## config.mk

```make
export PLATFORM = sky130hd
export DESIGN_NAME = ps2_host_port
export DESIGN_NICKNAME = d
export VERILOG_FILES = /design/src/rtl/ps2_host_pkg.sv /design/src/rtl/ps2_line_filter.sv /design/src/rtl/ps2_rx_frame.sv /design/src/rtl/ps2_tx_frame.sv /design/src/rtl/ps2_host_port.sv
export SDC_FILE = /design/constraint.sdc
export NUM_CORES = 1
export LEC_CHECK = 0
export ABC_CLOCK_PERIOD_IN_PS = 2860
export BUFFER_PORTS_ARGS = -buffer_cell sky130_fd_sc_hd__buf_2
export CAP_MARGIN = 20
export CORE_ASPECT_RATIO = 1.25
export CORE_UTILIZATION = 55
export CTS_BUF_LIST = sky130_fd_sc_hd__clkbuf_4 sky130_fd_sc_hd__clkbuf_8 sky130_fd_sc_hd__clkbuf_16
export DETAILED_ROUTE_END_ITERATION = 12
export PLACE_DENSITY = 0.7
export SLEW_MARGIN = 20
export SYNTH_ARGS = -nofsm -noshare
export SYNTH_HDL_FRONTEND = slang
export SYNTH_SLANG_ARGS = --single-unit
```

## constraint.sdc

```tcl
create_clock -name clk -period 2.86 [get_ports clk]
set_input_delay 0.715 -clock clk [delete_from_list [all_inputs] [get_ports clk]]
set_output_delay 0.715 -clock clk [all_outputs]
set_load 0.005 [all_outputs]
```

## src/rtl/ps2_host_pkg.sv

```systemverilog
package ps2_host_pkg;
    // control register bit positions
    localparam int CTRL_HOLD  = 0;
    localparam int CTRL_TXEN  = 1;
    localparam int CTRL_TXIE  = 2;
    localparam int CTRL_RXIE  = 3;
    localparam int CTRL_RXCLK = 4;
    localparam int CTRL_SRST  = 5;

    localparam int FRAME_LAST = 10;

    typedef enum logic [1:0] {
        ADDR_CTRL = 2'd0,
        ADDR_STAT = 2'd1,
        ADDR_TXB  = 2'd2,
        ADDR_RXB  = 2'd3
    } reg_addr_e;

    typedef enum logic [1:0] {
        TX_IDLE    = 2'd0,
        TX_INHIBIT = 2'd1,
        TX_SHIFT   = 2'd2
    } tx_state_e;

    function automatic logic odd_par(input logic [7:0] b);
        return ~(^b);
    endfunction
endpackage

```

## src/rtl/ps2_line_filter.sv

```systemverilog
module ps2_line_filter #(
    parameter int FILT_LEN = 8
) (
    input  logic clk,
    input  logic rst_n,
    input  logic line_i,
    output logic level_o
);
    localparam int CW = $clog2(FILT_LEN + 1);

    typedef struct packed {
        logic [1:0]    sync;
        logic [CW-1:0] cnt;
        logic          level;
    } filt_t;

    filt_t q, d;

    always_comb begin
        d      = q;
        d.sync = {q.sync[0], line_i};
        if (q.sync[1] != q.level) begin
            if (q.cnt == CW'(FILT_LEN - 1)) begin
                d.level = q.sync[1];
                d.cnt   = '0;
            end else begin
                d.cnt = q.cnt + CW'(1);
            end
        end else begin
            d.cnt = '0;
        end
    end

    always_ff @(posedge clk or negedge rst_n) begin
        if (!rst_n) begin
            q.sync  <= 2'b11;
            q.cnt   <= '0;
            q.level <= 1'b1;
        end else begin
            q <= d;
        end
    end

    assign level_o = q.level;

    // the filtered level only moves to a value the synchroniser presented
    p_filt_follows_r2: assert property (@(posedge clk) disable iff (!rst_n)
        !$stable(q.level) |-> ($past(q.sync[1]) == q.level));
endmodule

```

## src/rtl/ps2_rx_frame.sv

```systemverilog
module ps2_rx_frame (
    input  logic       clk,
    input  logic       rst_n,
    input  logic       clr_i,
    input  logic       enable_i,
    input  logic       fall_i,
    input  logic       dat_i,
    output logic       busy_o,
    output logic       done_o,
    output logic [7:0] byte_o,
    output logic       perr_o,
    output logic       ferr_o
);
    import ps2_host_pkg::*;

    typedef struct packed {
        logic [3:0] cnt;
        logic [7:0] data;
        logic       par;
        logic       done;
        logic       perr;
        logic       ferr;
    } rx_t;

    rx_t q, d;

    always_comb begin
        d      = q;
        d.done = 1'b0;
        if (clr_i || !enable_i) begin
            d.cnt = '0;
        end else if (fall_i) begin
            if (q.cnt == 4'd0) begin
                if (!dat_i) d.cnt = 4'd1;
            end else if (q.cnt <= 4'd8) begin
                d.data = {dat_i, q.data[7:1]};
                d.cnt  = q.cnt + 4'd1;
            end else if (q.cnt == 4'd9) begin
                d.par = dat_i;
                d.cnt = q.cnt + 4'd1;
            end else begin
                d.done = 1'b1;
                d.perr = ~(^{q.data, q.par});
                d.ferr = ~dat_i;
                d.cnt  = '0;
            end
        end
    end

    always_ff @(posedge clk or negedge rst_n) begin
        if (!rst_n) q <= '0;
        else        q <= d;
    end

    assign busy_o = (q.cnt != 4'd0);
    assign done_o = q.done;
    assign byte_o = q.data;
    assign perr_o = q.perr;
    assign ferr_o = q.ferr;

    // a disabled receiver holds no partial frame
    p_rx_idle_off_r6: assert property (@(posedge clk) disable iff (!rst_n)
        !enable_i |=> (q.cnt == 4'd0));
    // bit counter never passes the stop bit
    p_rx_cnt_range_r2: assert property (@(posedge clk) disable iff (!rst_n)
        q.cnt <= 4'(FRAME_LAST));
    // completion leaves the receiver idle
    p_rx_done_idle_r2: assert property (@(posedge clk) disable iff (!rst_n)
        q.done |-> (q.cnt == 4'd0));
endmodule

```

## src/rtl/ps2_tx_frame.sv

```systemverilog
module ps2_tx_frame #(
    parameter int INHIBIT_CYCLES = 5000
) (
    input  logic       clk,
    input  logic       rst_n,
    input  logic       clr_i,
    input  logic       start_i,
    input  logic [7:0] byte_i,
    input  logic       fall_i,
    input  logic       dat_i,
    output logic       busy_o,
    output logic       clk_low_o,
    output logic       dat_low_o,
    output logic       shifting_o,
    output logic       done_o,
    output logic       nack_o
);
    import ps2_host_pkg::*;

    localparam int IW = $clog2(INHIBIT_CYCLES + 1);

    typedef struct packed {
        tx_state_e     state;
        logic [IW-1:0] icnt;
        logic [3:0]    ecnt;
        logic [10:0]   sh;
        logic          done;
        logic          nack;
    } tx_t;

    tx_t q, d;

    always_comb begin
        d      = q;
        d.done = 1'b0;
        case (q.state)
            TX_IDLE: begin
                if (start_i) begin
                    d.state = TX_INHIBIT;
                    d.icnt  = '0;
                    d.sh    = {1'b1, odd_par(byte_i), byte_i, 1'b0};
                end
            end
            TX_INHIBIT: begin
                if (q.icnt == IW'(INHIBIT_CYCLES - 1)) begin
                    d.state = TX_SHIFT;
                    d.ecnt  = '0;
                end else begin
                    d.icnt = q.icnt + IW'(1);
                end
            end
            TX_SHIFT: begin
                if (fall_i) begin
                    if (q.ecnt == 4'(FRAME_LAST)) begin
                        d.done  = 1'b1;
                        d.nack  = dat_i;
                        d.state = TX_IDLE;
                    end else begin
                        d.sh   = {1'b1, q.sh[10:1]};
                        d.ecnt = q.ecnt + 4'd1;
                    end
                end
            end
            default: d.state = TX_IDLE;
        endcase
        if (clr_i) begin
            d.state = TX_IDLE;
            d.done  = 1'b0;
        end
    end

    always_ff @(posedge clk or negedge rst_n) begin
        if (!rst_n) begin
            q       <= '0;
            q.state <= TX_IDLE;
            q.sh    <= '1;
        end else begin
            q <= d;
        end
    end

    assign busy_o     = (q.state != TX_IDLE);
    assign clk_low_o  = (q.state == TX_INHIBIT);
    assign shifting_o = (q.state == TX_SHIFT);
    assign dat_low_o  = (q.state == TX_SHIFT) && !q.sh[0];
    assign done_o     = q.done;
    assign nack_o     = q.nack;

    // shifting only begins after the full inhibit count
    p_tx_inhibit_len_r8: assert property (@(posedge clk) disable iff (!rst_n)
        (q.state == TX_SHIFT && $past(q.state) == TX_INHIBIT)
        |-> ($past(q.icnt) == IW'(INHIBIT_CYCLES - 1)));
    // a completed frame returns to idle
    p_tx_done_idle_r8: assert property (@(posedge clk) disable iff (!rst_n)
        q.done |-> (q.state == TX_IDLE));
endmodule

```

## src/rtl/ps2_host_port.sv

```systemverilog
module ps2_host_port
    import ps2_host_pkg::*;
#(
    parameter int FILT_LEN       = 8,
    parameter int INHIBIT_CYCLES = 5000
) (
    input  logic       clk,
    input  logic       rst_n,
    input  logic [1:0] reg_addr,
    input  logic       reg_wr,
    input  logic       reg_rd,
    input  logic [7:0] reg_wdata,
    output logic [7:0] reg_rdata,
    input  logic       ps2_clk_i,
    input  logic       ps2_dat_i,
    output logic       ps2_clk_oe_o,
    output logic       ps2_dat_oe_o,
    output logic       irq_o
);
    localparam int NLINES = 2;

    typedef struct packed {
        logic [7:0] ctrl;
        logic [7:0] rx_data;
        logic       rx_full;
        logic       perr;
        logic       ferr;
        logic [7:0] tx_buf;
        logic       tx_full;
        logic       hold;
        logic       clk_prev;
    } port_t;

    port_t q, d;

    logic [NLINES-1:0] raw, filt;
    logic clk_filt, dat_filt, clk_fall;
    logic sreset, tx_start, rx_en, clk_oe;
    logic rx_busy, rx_done, rx_perr, rx_ferr;
    logic [7:0] rx_byte;
    logic tx_busy, tx_clk_low, tx_dat_low, tx_shifting, tx_done, tx_nack;
    logic [7:0] status;

    assign raw = {ps2_dat_i, ps2_clk_i};

    for (genvar g = 0; g < NLINES; g++) begin : g_line
        ps2_line_filter #(.FILT_LEN(FILT_LEN)) u_filt (
            .clk     (clk),
            .rst_n   (rst_n),
            .line_i  (raw[g]),
            .level_o (filt[g])
        );
    end

    assign clk_filt = filt[0];
    assign dat_filt = filt[1];
    assign clk_fall = q.clk_prev & ~clk_filt;

    assign sreset   = q.ctrl[CTRL_SRST];
    assign tx_start = q.ctrl[CTRL_TXEN] & q.tx_full & ~tx_busy & ~rx_busy & ~sreset;
    assign clk_oe   = sreset | tx_clk_low | q.hold | (~q.ctrl[CTRL_RXCLK] & ~tx_busy);
    assign rx_en    = q.ctrl[CTRL_RXCLK] & ~clk_oe & ~tx_busy;

    ps2_rx_frame u_rx (
        .clk      (clk),
        .rst_n    (rst_n),
        .clr_i    (sreset),
        .enable_i (rx_en),
        .fall_i   (clk_fall),
        .dat_i    (dat_filt),
        .busy_o   (rx_busy),
        .done_o   (rx_done),
        .byte_o   (rx_byte),
        .perr_o   (rx_perr),
        .ferr_o   (rx_ferr)
    );

    ps2_tx_frame #(.INHIBIT_CYCLES(INHIBIT_CYCLES)) u_tx (
        .clk        (clk),
        .rst_n      (rst_n),
        .clr_i      (sreset),
        .start_i    (tx_start),
        .byte_i     (q.tx_buf),
        .fall_i     (clk_fall),
        .dat_i      (dat_filt),
        .busy_o     (tx_busy),
        .clk_low_o  (tx_clk_low),
        .dat_low_o  (tx_dat_low),
        .shifting_o (tx_shifting),
        .done_o     (tx_done),
        .nack_o     (tx_nack)
    );

    always_comb begin
        d          = q;
        d.clk_prev = clk_filt;
        if (reg_wr && reg_addr == ADDR_CTRL) d.ctrl = reg_wdata;
        if (reg_wr && reg_addr == ADDR_TXB && !q.tx_full && !sreset) begin
            d.tx_buf  = reg_wdata;
            d.tx_full = 1'b1;
        end
        if (tx_start) d.tx_full = 1'b0;
        if (reg_rd && reg_addr == ADDR_RXB) begin
            d.rx_full = 1'b0;
            d.perr    = 1'b0;
            d.ferr    = 1'b0;
        end
        if (rx_done) begin
            d.rx_data = rx_byte;
            d.rx_full = 1'b1;
            d.perr    = rx_perr;
            d.ferr    = rx_ferr;
        end
        if (tx_done) begin
            if (tx_nack) d.ferr = 1'b1;
            if (q.ctrl[CTRL_HOLD]) d.hold = 1'b1;
        end
        if (!q.ctrl[CTRL_HOLD] || tx_start) d.hold = 1'b0;
        if (sreset) begin
            d.rx_full = 1'b0;
            d.perr    = 1'b0;
            d.ferr    = 1'b0;
            d.tx_full = 1'b0;
            d.hold    = 1'b0;
        end
    end

    always_ff @(posedge clk or negedge rst_n) begin
        if (!rst_n) begin
            q          <= '0;
            q.clk_prev <= 1'b1;
        end else begin
            q <= d;
        end
    end

    assign status = {q.ferr, q.perr, rx_busy, q.rx_full, ~q.tx_full, tx_busy, clk_oe, clk_filt};

    always_comb begin
        case (reg_addr)
            ADDR_CTRL: reg_rdata = q.ctrl;
            ADDR_STAT: reg_rdata = status;
            ADDR_TXB:  reg_rdata = q.tx_buf;
            default:   reg_rdata = q.rx_data;
        endcase
    end

    assign ps2_clk_oe_o = clk_oe;
    assign ps2_dat_oe_o = tx_dat_low;
    assign irq_o = (q.rx_full & q.ctrl[CTRL_RXIE])
                 | (~q.tx_full & q.ctrl[CTRL_TXIE] & q.ctrl[CTRL_TXEN]);

    // a write while a byte is held leaves the held byte alone
    p_tx_buf_kept_r7: assert property (@(posedge clk) disable iff (!rst_n)
        (reg_wr && reg_addr == ADDR_TXB && q.tx_full) |=> $stable(q.tx_buf));
    // a receive read clears full and error flags
    p_rd_clears_r5: assert property (@(posedge clk) disable iff (!rst_n)
        (reg_rd && reg_addr == ADDR_RXB && !rx_done && !tx_done && !sreset)
        |=> (!q.rx_full && !q.perr && !q.ferr));
    // soft reset empties the buffers and errors
    p_sreset_clears_r11: assert property (@(posedge clk) disable iff (!rst_n)
        sreset |=> (!q.rx_full && !q.tx_full && !q.perr && !q.ferr && !q.hold));
    // the clock is never pulled while the device clocks out a frame
    p_clk_free_shift_r8: assert property (@(posedge clk) disable iff (!rst_n)
        (tx_shifting && !sreset) |-> !ps2_clk_oe_o);
endmodule

```

==> results summary, run 1 <==
The run finished with clean final reports. Of the post-synthesis cell area, the dominant cell type holds between 40% and 50%. Setup repair after global routing left no endpoint under its margin. Entering global routing, the biggest net connects 51 pins. After detailed routing, the average wire length per cell comes to about 17 um.

The remaining number of nets flagged by the antenna check after routing came out at 0. The multiplexer area fraction after synthesis is ~14%. After synthesis, the cell types taking the most area are sky130_fd_sc_hd__dfrtp_1 42%, sky130_fd_sc_hd__dfstp_2 11%, sky130_fd_sc_hd__mux2_2 9.1%. The wire-length estimate of the detail-placed layout is around 6200 um. The net count of the mapped netlist came out at between 400 and 500. The overall routing resource usage is between 20% and 30%.

Headroom to the max-slew limit came out at 47.6%. Of all nets on the critical path, the largest fanout is 6. The vertical die dimension came out at roughly 100 um. The count of cell types in the netlist came out at 48. The number of clock sinks is 92.

The number of clock buffers inserted by TritonCTS came out at 9. The kind of critical path is reg -> out. The first-pass detailed-route iteration total came out at 4. The number of H-tree levels is 3. The number of global-route vias before repair came to between 2000 and 3000. The number of antenna violations at the first check in global routing came out at 0.

Of the total synthesized cell area, the portion taken by full adders, half adders and majority gates is approximately 2.3%. The most common library cell in the layout ignoring fill and taps is sky130_fd_sc_hd__dfrtp_1. TritonCTS built the clock tree.

The sum of negative setup slack came out at 0 ns. The count of warnings emitted by yosys came out at 0. The cell count after synthesis came out at around 380. The remaining design rule violation count came out at 0. Row generation in the floorplan step produced 36 rows. The final layout contains routed wiring with a total length of 8530 um. The finished layout holds slightly above 500 standard cells, fillers aside. Power spread over the standard cell area amounts to between 600 and 700 nW/um^2. The clock slew at the register clock pins of the worst setup and hold paths came out at ~0.10 ns. Pin placement for this block handled 27 I/O pins. The repair_antennas step left the layout with diodes totalling 0.

The full die area is roughly 8400 sq um. The hold-fix buffer count after cts is 0. The starting density of the core came out at 56.9%. The clock latency on the worst-skew pair is 0.36 ns. The static leakage is roughly 2.2 nW.

Summing every instance area after synthesis gives 4440 sq um. VDD sags by at most between 0.5 and 0.6 mV. The top cell types in the final layout, fill and taps aside, are 73 x sky130_fd_sc_hd__dfrtp_1, 36 x sky130_fd_sc_hd__mux2_2, 33 x sky130_fd_sc_hd__nor2_1. The core area is about 7800 sq um. The setup clock skew after layout is 0.0116 ns. The fraction of registers with async set or reset after synthesis came out at 100%. After detailed routing, the number of vias per cell comes to 5.85. The number of DRC markers in iteration 0 came out at ~190. The final weighted congestion in routability-driven placement came out at about 0.82. The total number of nets in the final design came out at around 440. The share of final-layout standard cells stronger than drive strength 1 came out at between 30% and 40%.

The synthesized design spends more area on one cell type than any other, namely sky130_fd_sc_hd__dfrtp_1. Global routing finished with a remaining overflow of 0. Including well taps, the total number of placed cells is around 500. STA classifies the critical path startpoint as a flip-flop. The count of flip-flops with a built-in enable after synthesis came out at 0. The required time reported for the critical path endpoint came out at about 2.1 ns. The category of the worst setup path capture point is an output port. The global-route wire length before repair came out at 13600 um. Across the run, the number of max-cap violations was 0. The post-synthesis share of cell area spent on xor and xnor gates is 5.53%. The number of pins exceeding their max-slew limit in the final report is 0. The worst path uses between 90% and 100% of the clock period. The clock period minus final worst setup slack came out at between 2 and 3 ns.

The layout overhead on the synthesized area came out at 9.90%. The worst-case clock buffer depth came out at 2. The number of storage elements in the synthesis netlist is about 90. The total count of hold-check failures in the final report came to 0. The post-synthesis sequential area ratio came out at 52.4%.

The total of endpoints with negative setup slack in the final report came out at 0. The per-instance average area after synthesis is between 10 and 15 sq um. Based on the critical path, the design can be clocked at up to 358 MHz. The die is slightly above 80 um wide. The overall power came out at about 3.4 mW. The dominant combinational cell family by area after synthesis is simple AND/OR/NAND/NOR gates. Among all flip-flop cells after synthesis, the most frequent one is sky130_fd_sc_hd__dfrtp_1. The min-delay analysis places its worst path in the category in -> async. The root cell of the clock tree is sky130_fd_sc_hd__clkbuf_8. The quantity of I/O buffers inserted on ports is 26. The critical path data arrival time is 2.08 ns.

The compound-gate portion of the synthesized area is a little under a tenth. The via count of the routed design came out at roughly 3000. After Yosys synthesis, and, or, nand and nor cells account for approximately 15% of the synthesized area.

For the pin with the worst max-slew slack, the measured transition is between 0.7 and 0.8 ns.
-- state kept, by name, indices dropped and copies added, names as in the netlist --
name,cells
u_rx.ferr_o,1
u_tx.nack_o,1
u_rx.byte_o,8
g_line.u_filt.q,10
q,30
g_line.u_filt.d,2
u_rx.perr_o,1
g_line.u_filt.level_o,2
u_rx.done_o,1
u_rx.q,5
u_tx.q,30
u_tx.done_o,1
-- kinds of logic after synthesis --
family	Yosys count
buf+inv	23
flops	92
fa+ha+maj	8
compound gates	61
simple gates	125
xor+xnor	28
mux	46
-- report_power, final --
part / leakage [nW] / internal [mW] / total [mW] / switching [mW]
Sequential: 1.18 / 1.57 / 1.78 / 0.217
Combinational: 0.937 / 0.411 / 0.779 / 0.369
Clock: 0.0993 / 0.339 / 0.847 / 0.508
-- path summary, 6_finish.rpt --
check / startpoint / endpoint / slack [ns] / depth (start not counted)
max in group asynchronous: rst_n / u_tx.q[3] / 1.80 / 2
min in group clk: g_line[1].u_filt.d[6] / g_line[1].u_filt.q[6] / 0.36 / 0
max: u_rx.q[13] / reg_rdata[5] / 0.07 / 5
min: rst_n / u_tx.q[26] / 0.34 / 1
max reg2reg: u_rx.q[13] / u_tx.q[7] / 0.47 / 7
min reg2reg: g_line[1].u_filt.d[6] / g_line[1].u_filt.q[6] / 0.36 / 0
-- per-layer routing --
layer / wire length (um) / track usage (%) / up-vias
li1: - / - / 1430
met1: 3760 / 29.6 / 1503
met2: 4340 / 35.3 / 52
met3: 339 / 4.38 / 8
met4: 84 / 4.86 / 0
met5: 0 / 0 / -
-- Yosys cell counts (all sizes together), types with 3 or more instances --
cell type and instances:
xnor2 21, clkbuf 11, and4 3, mux2 36, xor2 7, inv 10, nor2 33, nand2 31
nor4 3, o21ai 26, dfrtp 74, a21oi 11, mux4 8, nand4 4, or3 5, nor2b 6
nor3 8, dfstp 18, nor3b 3, nand3b 4, nand3 9, and3 4, nand2b 3, a22oi 10
ha 8
-- critical path, stage by stage (launching register included) --
cell	delay, ns
sky130_fd_sc_hd__dfrtp_1	0.42
sky130_fd_sc_hd__inv_2	0.09
sky130_fd_sc_hd__ha_2	0.20
sky130_fd_sc_hd__or3b_4	0.43
sky130_fd_sc_hd__mux4_2	0.45
sky130_fd_sc_hd__buf_2	0.15
-- metrics by stage --
stage / hold slack (ns) / utilization [%] / area [sq um] / worst slack, ns
global route: 0.360 / 62.6 / 4880 / 0.0115
detailed placement: 0.349 / 59.9 / 4670 / 0.353
CTS: 0.349 / 62.4 / 4860 / 0.0148
finish: 0.337 / 62.6 / 4880 / 0.0662
floorplan: 0.345 / - / 4440 / 0.399
global placement: 0.347 / 59.9 / 4670 / 0.416
-- what timing repair did --
| action | 4_1_cts | 5_1_grt |
|---|---|---|
| setup buffers | 0 | 1 |
| pin swaps | 0 | 0 |
| resized for setup | 1 | 3 |
| setup endpoints to repair | 1 | 1 |
-- cell type report --
class / count / area, sq um
clock buffer: 9 / 124
clock inverter: 7 / 67.6
fill: 624 / 2920
inverter: 10 / 37.5
multi-input combinational: 268 / 2020
sequential: 92 / 2330
tap: 95 / 119
timing repair buffer: 31 / 183
Note: power is estimated with default switching activity, not from simulation.
==> run 2: changes to the inputs <==
--- a/config.mk
+++ b/config.mk
@@ -8,7 +8,7 @@
 export ABC_CLOCK_PERIOD_IN_PS = 2860
 export BUFFER_PORTS_ARGS = -buffer_cell sky130_fd_sc_hd__buf_2
 export CAP_MARGIN = 20
-export CORE_ASPECT_RATIO = 1.25
+export CORE_ASPECT_RATIO = 0.9
 export CORE_UTILIZATION = 55
 export CTS_BUF_LIST = sky130_fd_sc_hd__clkbuf_4 sky130_fd_sc_hd__clkbuf_8 sky130_fd_sc_hd__clkbuf_16
 export DETAILED_ROUTE_END_ITERATION = 12
==> run 2 against run 1 <==
  * Die area about the same
  * Worst hold slack worse by 0.017 ns
  * Clock power up 4.5%
  * Final cell count up 0.59%
  * Count of clock-buffer cells in the layout unchanged
  * Sequential share of layout area down 0.34 points
  * Maximum frequency up 1.3%
  * Sequential power about the same
  * Largest power group unchanged
==> results summary, run 2 (synthesis results as in run 1) <==
The number of antenna violations at the first check in global routing is 0. From bottom edge to top edge, the die measures between 80 and 90 um. The floorplan step set the die width to 96.7 um.

The total of endpoints with negative setup slack in the final report came out at 0. The first-pass detailed-route iteration total is 4. The number of rows in the core area came out at 30. The library cell used most frequently in the layout, excluding fill and tap cells, is sky130_fd_sc_hd__dfrtp_1. The total detailed-routing wirelength came out at just over 8000 um. The quantity of I/O buffers inserted on ports came out at 26. During I/O placement, the number of pins put on the boundary was 27. STA puts the critical path data arrival time at roughly 2 ns.

Setup repair after global routing left no endpoint under its margin. The class of the tightest hold or removal check is in -> async. The post-detailed-route via-to-cell ratio came out at 5.69. The region available for standard cell placement spans roughly 7700 sq um. After detailed routing, the number of remaining DRC violations is 0. The H-tree was split into 3 levels.

The number of DRC markers in iteration 0 came out at 126. The maximum clock frequency is 362 MHz. The static leakage came out at 2.23 nW.

Buffers inserted during clock tree synthesis total 9. The remaining number of nets flagged by the antenna check after routing is 0. Of all nets on the critical path, the largest fanout is 6. The global-route wire length before repair came out at between 10000 and 15000 um. The number of pins exceeding their max-slew limit in the final report came out at 0. The library cells used most frequently in the layout, excluding fill and tap cells, are 73 x sky130_fd_sc_hd__dfrtp_1, 36 x sky130_fd_sc_hd__mux2_2, 33 x sky130_fd_sc_hd__nor2_1. The setup clock skew after layout came out at a little over 0.01 ns.

The net count of the finished layout is around 440. The routed layout has 2928 vias. For this run the aggregate overflow at the end of global routing stands at 0. The number of global-route vias before repair is about 2800. The total count of hold-check failures in the final report is 0.

For the pin with the worst max-slew slack, the measured transition is slightly below 0.8 ns. The clock period minus final worst setup slack is about 2.8 ns. The layout overhead on the synthesized area is 10.7%.

In this run the register-to-register setup slack is around 0.51 ns. The largest registers in the layout are q (30), u_tx.q (30), g_line.u_filt.q (10). The number of filler instances in the final layout is 630. The worst supply voltage drop on vdd is 0.479 mV. TritonCTS built the clock tree. The clock latency on the worst-skew pair is 0.37 ns. The area occupied by registers is between 2000 and 2500 sq um. After detailed routing, the average wire length per cell comes to ~16 um. The number of clock sinks is approximately 90. The final weighted congestion in routability-driven placement is approximately 0.84. The pin count of the biggest net entering global routing came out at a little under 50.

The full die area is approximately 8400 sq um. The worst-case clock buffer depth came out at 2. The worst path uses between 90% and 100% of the clock period.

The minimum hold slack came out at around 0.32 ns. In the final timing run, aggregate negative setup slack is 0 ns. The HPWL after detailed placement is between 5000 and 6000 um.

The startpoint kind of the worst setup timing path is a flip-flop. The clock slew at the register clock pins of the worst setup and hold paths is roughly 0.090 ns. The initial utilization of the core area, before any placement, comes to approximately 58%. The required time reported for the critical path endpoint is 2.14 ns.

In this run the tightest slew margin relative to its limit is 47.2%. The number of max-cap violations is 0. The kind of critical path is reg -> out. The category of the worst setup path capture point is an output port. The share of final-layout standard cells stronger than drive strength 1 is approximately a third. The area of the multi-input gates is 2030 sq um. The root cell of the clock tree is sky130_fd_sc_hd__clkbuf_8. The flow ran to the end, and the final reports show no timing, DRC or antenna violations. The power per cell area is 704 nW/um^2.

The overall routing resource usage is 21.7%. The number of antenna repair diodes is 0.
-- run 2: layout make-up --
class,count,share of cell area (%)
sequential,92,47.4
multi-input combinational,268,41.3
timing repair buffer,33,4.03
clock buffer,9,2.52
tap,96,2.45
clock inverter,7,1.55
inverter,10,0.764
-- run 2: worst paths after layout --
kind / startpoint / end / depth (start not counted)
min in group clk: g_line[0].u_filt.d[6] / g_line[0].u_filt.q[6] / 0
max reg2reg: u_rx.q[12] / u_tx.q[3] / 7
max in group asynchronous: rst_n / u_tx.q[10] / 2
min reg2reg: g_line[0].u_filt.d[6] / g_line[0].u_filt.q[6] / 0
min: rst_n / u_tx.q[24] / 1
max: u_rx.q[12] / reg_rdata[5] / 5
-- run 2: metrics by stage --
step | instances | area (sq um) | utilization [%] | setup WS, ns | power, mW
CTS | 513 | 4880 | 63.8 | 0.0224 | 3.47
global route | 515 | 4910 | 64.1 | 0.0314 | 3.68
global placement | 497 | 4680 | 61.1 | 0.400 | 2.55
floorplan | 383 | 4440 | - | 0.399 | 2.35
finish | 515 | 4910 | 64.1 | 0.101 | 3.46
detailed placement | 497 | 4680 | 61.1 | 0.378 | 2.58
-- run 2: critical path, stage by stage (launching register included) --
cell,delay [ns]
sky130_fd_sc_hd__dfrtp_2,0.44
sky130_fd_sc_hd__inv_2,0.08
sky130_fd_sc_hd__ha_4,0.14
sky130_fd_sc_hd__or3b_4,0.41
sky130_fd_sc_hd__mux4_2,0.47
sky130_fd_sc_hd__buf_2,0.14
-- run 2: report_power, final --
part / internal [mW] / switching, mW / leakage (nW)
Sequential: 1.57 / 0.217 / 1.18
Combinational: 0.417 / 0.370 / 0.950
Clock: 0.410 / 0.476 / 0.101
-- run 2: metal layers --
layer	vias up	track usage, %	share of wire, %
li1	1437	-	-
met1	1444	30.1	47
met2	37	34.5	49
met3	10	5.38	3.4
met4	0	5.70	1.0
met5	-	0	0
-- run 2: repair_timing --
action,CTS,global route
pin swaps,0,0
gates resized for setup,1,5
setup buffers,0,2
endpoints found under the setup margin,1,1
hold buffers,0,0
hold endpoints to repair,0,0
